`src/rtl/pcib_pkg.sv`:
```
package pcib_pkg;
  typedef enum logic [1:0] {SZ_BYTE = 2'd0, SZ_HALF = 2'd1, SZ_WORD = 2'd2, SZ_RSVD = 2'd3} acc_size_e;
  typedef enum logic {PORT_IDLE = 1'b0, PORT_WAIT = 1'b1} port_state_e;

  localparam int unsigned OFF_CFG_ADDR  = 32'h1C0;
  localparam int unsigned OFF_MEM_BASE  = 32'h1C4;
  localparam int unsigned OFF_IO_BASE   = 32'h1C8;
  localparam int unsigned OFF_DATA_PORT = 32'h220;

  localparam logic [31:0] MEM_BASE_MASK  = 32'hFF00_0001;
  localparam logic [31:0] IO_BASE_MASK   = 32'hFFFC_0001;
  localparam logic [31:0] IO_XLAT_MASK   = 32'hFFFC_0000;
  localparam logic [31:0] CMD_STAT_RESET = 32'h0290_0080;
  localparam int unsigned CMD_STAT_IDX   = 1;
endpackage

```
`src/rtl/pcib_cfg_window.sv`:
```
module pcib_cfg_window #(
  parameter int unsigned DW    = 32,
  parameter int unsigned WORDS = 64,
  localparam int unsigned IDX_W = $clog2(WORDS)
) (
  input  logic             clk_i,
  input  logic             rst_ni,
  input  logic             we_i,
  input  logic [IDX_W-1:0] idx_i,
  input  logic [DW-1:0]    wdata_i,
  output logic [DW-1:0]    rdata_o
);
  import pcib_pkg::*;

  logic [DW-1:0] mem_q [WORDS];

  for (genvar i = 0; i < WORDS; i++) begin : g_word
    localparam logic [DW-1:0] RST_VAL = (i == CMD_STAT_IDX) ? DW'(CMD_STAT_RESET) : '0;
    always_ff @(posedge clk_i or negedge rst_ni) begin
      if (!rst_ni)                          mem_q[i] <= RST_VAL;
      else if (we_i && idx_i == IDX_W'(i))  mem_q[i] <= wdata_i;
    end
  end

  assign rdata_o = mem_q[idx_i];
endmodule

```
`src/rtl/pcib_base_regs.sv`:
```
module pcib_base_regs #(
  parameter int unsigned DW = 32
) (
  input  logic          clk_i,
  input  logic          rst_ni,
  input  logic          wr_cfg_addr_i,
  input  logic          wr_mem_base_i,
  input  logic          wr_io_base_i,
  input  logic [DW-1:0] wdata_i,
  output logic [DW-1:0] cfg_addr_o,
  output logic [DW-1:0] mem_base_o,
  output logic [DW-1:0] io_base_o,
  output logic [DW-1:0] io_xlat_o
);
  import pcib_pkg::*;

  logic [DW-1:0] cfg_addr_q, mem_base_q, io_base_q;

  always_ff @(posedge clk_i or negedge rst_ni) begin
    if (!rst_ni) begin
      cfg_addr_q <= '0;
      mem_base_q <= '0;
      io_base_q  <= '0;
    end else begin
      if (wr_cfg_addr_i) cfg_addr_q <= wdata_i;
      if (wr_mem_base_i) mem_base_q <= wdata_i & DW'(MEM_BASE_MASK);
      if (wr_io_base_i)  io_base_q  <= wdata_i & DW'(IO_BASE_MASK);
    end
  end

  assign cfg_addr_o = cfg_addr_q;
  assign mem_base_o = mem_base_q;
  assign io_base_o  = io_base_q;
  // enable bit dropped: translator only needs the window offset
  assign io_xlat_o  = io_base_q & DW'(IO_XLAT_MASK);
endmodule

```
`src/rtl/pcib_cfg_port.sv`:
```
module pcib_cfg_port #(
  parameter int unsigned DW = 32
) (
  input  logic          clk_i,
  input  logic          rst_ni,
  input  logic          start_i,
  input  logic          we_i,
  input  logic [DW-1:0] addr_i,
  input  logic [DW-1:0] wdata_i,
  output logic          busy_o,
  output logic          done_o,
  output logic          cfg_req_o,
  output logic          cfg_we_o,
  output logic [DW-1:0] cfg_addr_o,
  output logic [DW-1:0] cfg_wdata_o,
  input  logic          cfg_ack_i
);
  import pcib_pkg::*;

  port_state_e   state_q;
  logic          we_q;
  logic [DW-1:0] addr_q, wdata_q;

  always_ff @(posedge clk_i or negedge rst_ni) begin
    if (!rst_ni) begin
      state_q <= PORT_IDLE;
      we_q    <= 1'b0;
      addr_q  <= '0;
      wdata_q <= '0;
    end else begin
      unique case (state_q)
        PORT_IDLE: if (start_i) begin
          state_q <= PORT_WAIT;
          we_q    <= we_i;
          addr_q  <= addr_i;
          wdata_q <= wdata_i;
        end
        PORT_WAIT: if (cfg_ack_i) state_q <= PORT_IDLE;
        default:   state_q <= PORT_IDLE;
      endcase
    end
  end

  assign busy_o      = (state_q == PORT_WAIT);
  assign done_o      = busy_o && cfg_ack_i;
  assign cfg_req_o   = busy_o;
  assign cfg_we_o    = we_q;
  assign cfg_addr_o  = addr_q;
  assign cfg_wdata_o = wdata_q;
endmodule

```
`src/rtl/pcib_regfile.sv`:
```
module pcib_regfile #(
  parameter int unsigned ADDR_W = 10,
  parameter int unsigned DW     = 32,
  parameter int unsigned WORDS  = 64
) (
  input  logic              clk_i,
  input  logic              rst_ni,
  input  logic              req_i,
  input  logic              we_i,
  input  logic [1:0]        size_i,
  input  logic [ADDR_W-1:0] addr_i,
  input  logic [DW-1:0]     wdata_i,
  output logic              ready_o,
  output logic              err_o,
  output logic [DW-1:0]     rdata_o,
  output logic              cfg_req_o,
  output logic              cfg_we_o,
  output logic [DW-1:0]     cfg_addr_o,
  output logic [DW-1:0]     cfg_wdata_o,
  input  logic              cfg_ack_i,
  input  logic [DW-1:0]     cfg_rdata_i,
  output logic [DW-1:0]     io_xlat_o
);
  import pcib_pkg::*;

  localparam int unsigned IDX_W = $clog2(WORDS);

  logic          port_busy, port_done;
  logic          acc, bad, good;
  logic          hit_win, hit_cfg, hit_mem, hit_io, hit_dp;
  logic [DW-1:0] win_rdata, cfg_addr_q, mem_base_q, io_base_q;

  // a stalled data-port access is not decoded again
  assign acc  = req_i && !port_busy;
  assign bad  = acc && (size_i != SZ_WORD);
  assign good = acc && (size_i == SZ_WORD);

  assign hit_win = (addr_i[1:0] == 2'b00) && (32'(addr_i[ADDR_W-1:2]) < WORDS);
  assign hit_cfg = (32'(addr_i) == OFF_CFG_ADDR);
  assign hit_mem = (32'(addr_i) == OFF_MEM_BASE);
  assign hit_io  = (32'(addr_i) == OFF_IO_BASE);
  assign hit_dp  = (32'(addr_i) == OFF_DATA_PORT);

  pcib_cfg_window #(.DW(DW), .WORDS(WORDS)) u_window (
    .clk_i   (clk_i),
    .rst_ni  (rst_ni),
    .we_i    (good && we_i && hit_win),
    .idx_i   (addr_i[2 +: IDX_W]),
    .wdata_i (wdata_i),
    .rdata_o (win_rdata)
  );

  pcib_base_regs #(.DW(DW)) u_regs (
    .clk_i         (clk_i),
    .rst_ni        (rst_ni),
    .wr_cfg_addr_i (good && we_i && hit_cfg),
    .wr_mem_base_i (good && we_i && hit_mem),
    .wr_io_base_i  (good && we_i && hit_io),
    .wdata_i       (wdata_i),
    .cfg_addr_o    (cfg_addr_q),
    .mem_base_o    (mem_base_q),
    .io_base_o     (io_base_q),
    .io_xlat_o     (io_xlat_o)
  );

  pcib_cfg_port #(.DW(DW)) u_port (
    .clk_i       (clk_i),
    .rst_ni      (rst_ni),
    .start_i     (good && hit_dp),
    .we_i        (we_i),
    .addr_i      (cfg_addr_q),
    .wdata_i     (wdata_i),
    .busy_o      (port_busy),
    .done_o      (port_done),
    .cfg_req_o   (cfg_req_o),
    .cfg_we_o    (cfg_we_o),
    .cfg_addr_o  (cfg_addr_o),
    .cfg_wdata_o (cfg_wdata_o),
    .cfg_ack_i   (cfg_ack_i)
  );

  assign ready_o = bad || (good && !hit_dp) || port_done;
  assign err_o   = bad;

  always_comb begin
    rdata_o = '0;
    if (port_done)    rdata_o = cfg_rdata_i;
    else if (good) begin
      if (hit_win)      rdata_o = win_rdata;
      else if (hit_cfg) rdata_o = cfg_addr_q;
      else if (hit_mem) rdata_o = mem_base_q;
      else if (hit_io)  rdata_o = io_base_q;
    end
  end
endmodule

```
`config.mk`:
```
export PLATFORM = sky130hd
export DESIGN_NAME = pcib_regfile
export DESIGN_NICKNAME = d
export VERILOG_FILES = /design/src/rtl/pcib_pkg.sv /design/src/rtl/pcib_cfg_window.sv /design/src/rtl/pcib_base_regs.sv /design/src/rtl/pcib_cfg_port.sv /design/src/rtl/pcib_regfile.sv
export SDC_FILE = /design/constraint.sdc
export NUM_CORES = 2
export LEC_CHECK = 0
export ABC_AREA = 1
export CORE_AREA = 2 2 505 507
export CTS_BUF_LIST = sky130_fd_sc_hd__clkbuf_4 sky130_fd_sc_hd__clkbuf_8
export DETAILED_ROUTE_END_ITERATION = 6
export DIE_AREA = 0 0 507 509
export DONT_BUFFER_PORTS = 1
export HOLD_SLACK_MARGIN = 0.1
export PLACE_DENSITY = 0.53
export SLEW_MARGIN = 20
export SYNTH_ARGS = -nofsm -noshare
export SYNTH_HDL_FRONTEND = slang
export SYNTH_SLANG_ARGS = --single-unit
```
`constraint.sdc`:
```
create_clock -name clk_i -period 2.4 [get_ports clk_i]
set_input_delay 0.12 -clock clk_i [delete_from_list [all_inputs] [get_ports clk_i]]
set_output_delay 0.12 -clock clk_i [all_outputs]
set_load 0.03 [all_outputs]
```
==> run summary <==
DP Wirelength: 205000 um
Rows: 185
gr usage total: 26.8%
CTS Buffer Depth: 4
Min-Delay Path Class: in -> reg
nets: 13541
Critical Path AT: 4620 ps
Max IR drop VDD: 0.545 mV
Hold Path Cell Cnt: 8
clock skew: 110 ps
Area Overhead vs Synth: 19.2%
status: finished, violations left
routability cong.: 0.844
clock tree from TritonCTS: done
CP Launch Type: input port
initial antenna violation count: 5
first-pass detailed-route iteration total: 6
area used by multi-input combinational logic: 0.0414 mm2
fmax: 211 MHz
routed via count: 88516
CTS H-tree depth: 5
total wire length: 347000 um
CTS Root Cell: clkbuf_8
leakage: 58.1 nW
clk_lat worst skew: 1140 ps
slack of the critical path: -2340 ps
period utilization: 197%
Critical Path RT: 2280 ps
grt ovf: 0
critical path fanouts, max: 728
CTS clk-pin slew, worst paths: 60 ps
Die Height: 509 um
Max-slew headroom: -174%
synthesized area: 0.101 mm2
Ports: 213
Post-route DRC: 0
kind of critical path: in -> out
core area: 0.253 mm2
clock sink count: 2170
First DRT Iteration DRCs: 8800
PortBufs: 0
PD cells: 657 mW/mm2
antenna-violating nets left: 0
worst slew pin tran: 4110 ps
Final Hold Vio Count: 0
register area share after synthesis: 54.0%
distinct cell type count after synthesis: 30
RSZ-0062 raised after global routing: true
largest net degree at the start of global routing: 729
number of synthesized register bits: 2170
fin area: 0.120 mm2
Storage cell area: 0.0543 mm2
Avg WL per Cell: 20.3 um
Cells after Synth: 13366
Worst setup EP type: output port
Most used DFF post-synth: dfrtp_1
Die Span X: 507 um
fillcell total: 24873
Setup WS pre-CTS: -889 ps
Mean Syn Cell Area: 7.53 um2
layout cells sized above 1: 13.2%
Num CTS Buffers: 389
post-layout minimum cycle time: 4740 ps
FF-to-FF path depth: 12
number of global-route vias before repair: 85831
Max-Cap Viols: 0
synth warn: 0
violated checks: slew limit, setup timing
vias per cell: 5.17
first-pass GRT wire length: 534000 um
Final Setup Violations: 2046
async set-reset flop share out of synthesis: 100%
post-placement cell area: 0.109 mm2
Post-synth EDFFs: 0
initial core utilization: 39.8%
DIE AREA: 0.258 mm2
Pins Over Slew Limit: 511
cell families after synthesis:
| family | synth area share [%] |
|---|---|
| other | 0.00373 |
| multiplexers | 0.291 |
| buffers and inverters | 6.91 |
| AO/OA/AOI/OAI | 12.8 |
| AND/OR/NAND/NOR | 26.0 |
| flip-flops | 54.0 |
stage by stage:
stage	setup TNS (ps)	util (%)	hold slack [ps]	power (mW)	cells
finish	-1097970	47.5	175	78.8	17111
global route	-23130	47.5	148	81.6	17107
CTS	-20370	47.2	114	79.4	17084
detailed placement	-122580	43.0	73.8	42.4	16312
global placement	-94780	43.0	72.7	42.4	16312
floorplan	0	-	-176	39.7	13383
worst paths after layout:
| path | startpoint | endpoint | slack, ps |
|---|---|---|---|
| min in group asynchronous | rst_ni | u_window.mem_q[641] | 350 |
| worst max register to register | u_port.busy_o | u_window.mem_q[546] | 70 |
| max in group asynchronous | rst_ni | u_window.mem_q[1303] | 890 |
| worst max-delay path | addr_i[2] | rdata_o[7] | -2340 |
| worst min register to register | u_window.mem_q[1878] | u_window.mem_q[1878] | 480 |
| worst min-delay path | addr_i[4] | u_window.mem_q[735] | 170 |
cell type report:
class | count | share of cell area, %
Antenna cell | 10 | 0.0209
Tap cell | 3366 | 3.51
Clock inverter | 38 | 0.240
Sequential cell | 2170 | 45.3
Clock buffer | 628 | 6.53
Inverter | 760 | 2.40
Timing Repair Buffer | 734 | 7.55
Multi-Input combinational cell | 9405 | 34.5
cell usage in the layout (no fill, tap or decap), types with 26 or more instances in the layout:
master | Yosys | final
inv_1 | 752 | 716
nand2_4 | 1 | 44
buf_12 | 0 | 248
o21ai_1 | 720 | 761
o21bai_1 | 28 | 28
nand2_2 | 40 | 189
nand2_1 | 6112 | 5916
nand3_1 | 192 | 158
nor2_4 | 6 | 98
o21ai_0 | 1577 | 1533
inv_2 | 6 | 37
nor2_2 | 1 | 70
a21oi_1 | 62 | 59
clkbuf_8 | 0 | 499
dfrtp_1 | 2166 | 2166
buf_6 | 3 | 28
buf_4 | 33 | 346
dlygate4sd3_1 | 0 | 107
mux2_2 | 26 | 26
nor2_1 | 477 | 316
clkinv_2 | 0 | 27
a22oi_1 | 108 | 108
clkbuf_4 | 0 | 129
critical path, stage by stage:
cell,delay (ps)
nand2_1,640
buf_4,240
inv_8,90
buf_12,210
buf_4,180
a22oi_1,190
nand2_1,70
nand2_1,70
nand2_1,60
o21ai_0,440
nand3_4,180
nand2_2,110
nand2_2,50
buf_6,130
sequential cells by signal, summed over array words and instances (netlist names):
signal              flops
u_regs.io_base_o       15
u_window.mem_q       2048
u_regs.cfg_addr_o      32
u_port.busy_o           1
u_port.cfg_we_o         1
u_port.cfg_wdata_o     32
u_port.cfg_addr_o      32
u_regs.mem_base_o       9
routing by layer:
layer  routed length, um  vias to the layer above  global-route usage [%]
li1                    -                    41944                       -
met1              159000                    43199                    37.7
met2              157000                     2899                    42.9
met3               23400                      474                    4.53
met4                7370                        0                    6.56
met5                   0                        -                       0
synthesized netlist by cell type, types with 9 or more instances:
library cell | n | area, um2
a21oi_1 | 62 | 310
clkbuf_1 | 953 | 3580
nor2_1 | 477 | 1790
a31oi_1 | 9 | 56.3
o21ai_1 | 720 | 3600
a22oi_1 | 108 | 811
nand2_1 | 6112 | 22900
o21bai_1 | 28 | 210
mux2_2 | 26 | 293
inv_1 | 752 | 2820
o21ai_0 | 1577 | 7890
buf_2 | 15 | 75.1
nand3_1 | 192 | 961
buf_4 | 33 | 248
nand4_1 | 18 | 113
dfrtp_1 | 2166 | 54200
nand2_2 | 40 | 250
buf_1 | 44 | 165
repair_timing:
action                     in CTS  in global routing
setup buffers                  11                 21
hold endpoints to repair     4340                  0
setup endpoints to repair      32                 97
hold buffers                  117                  0
pin swaps                     163                171
resized for setup             418                165
cloned                          0                  2
where the power goes:
group | internal, mW | switching (mW)
registers | 36.7 | 0.0506
clock network | 20.8 | 15.7
logic | 1.63 | 3.95
total | 59.1 | 19.7
(Power assumes the default switching activity.)
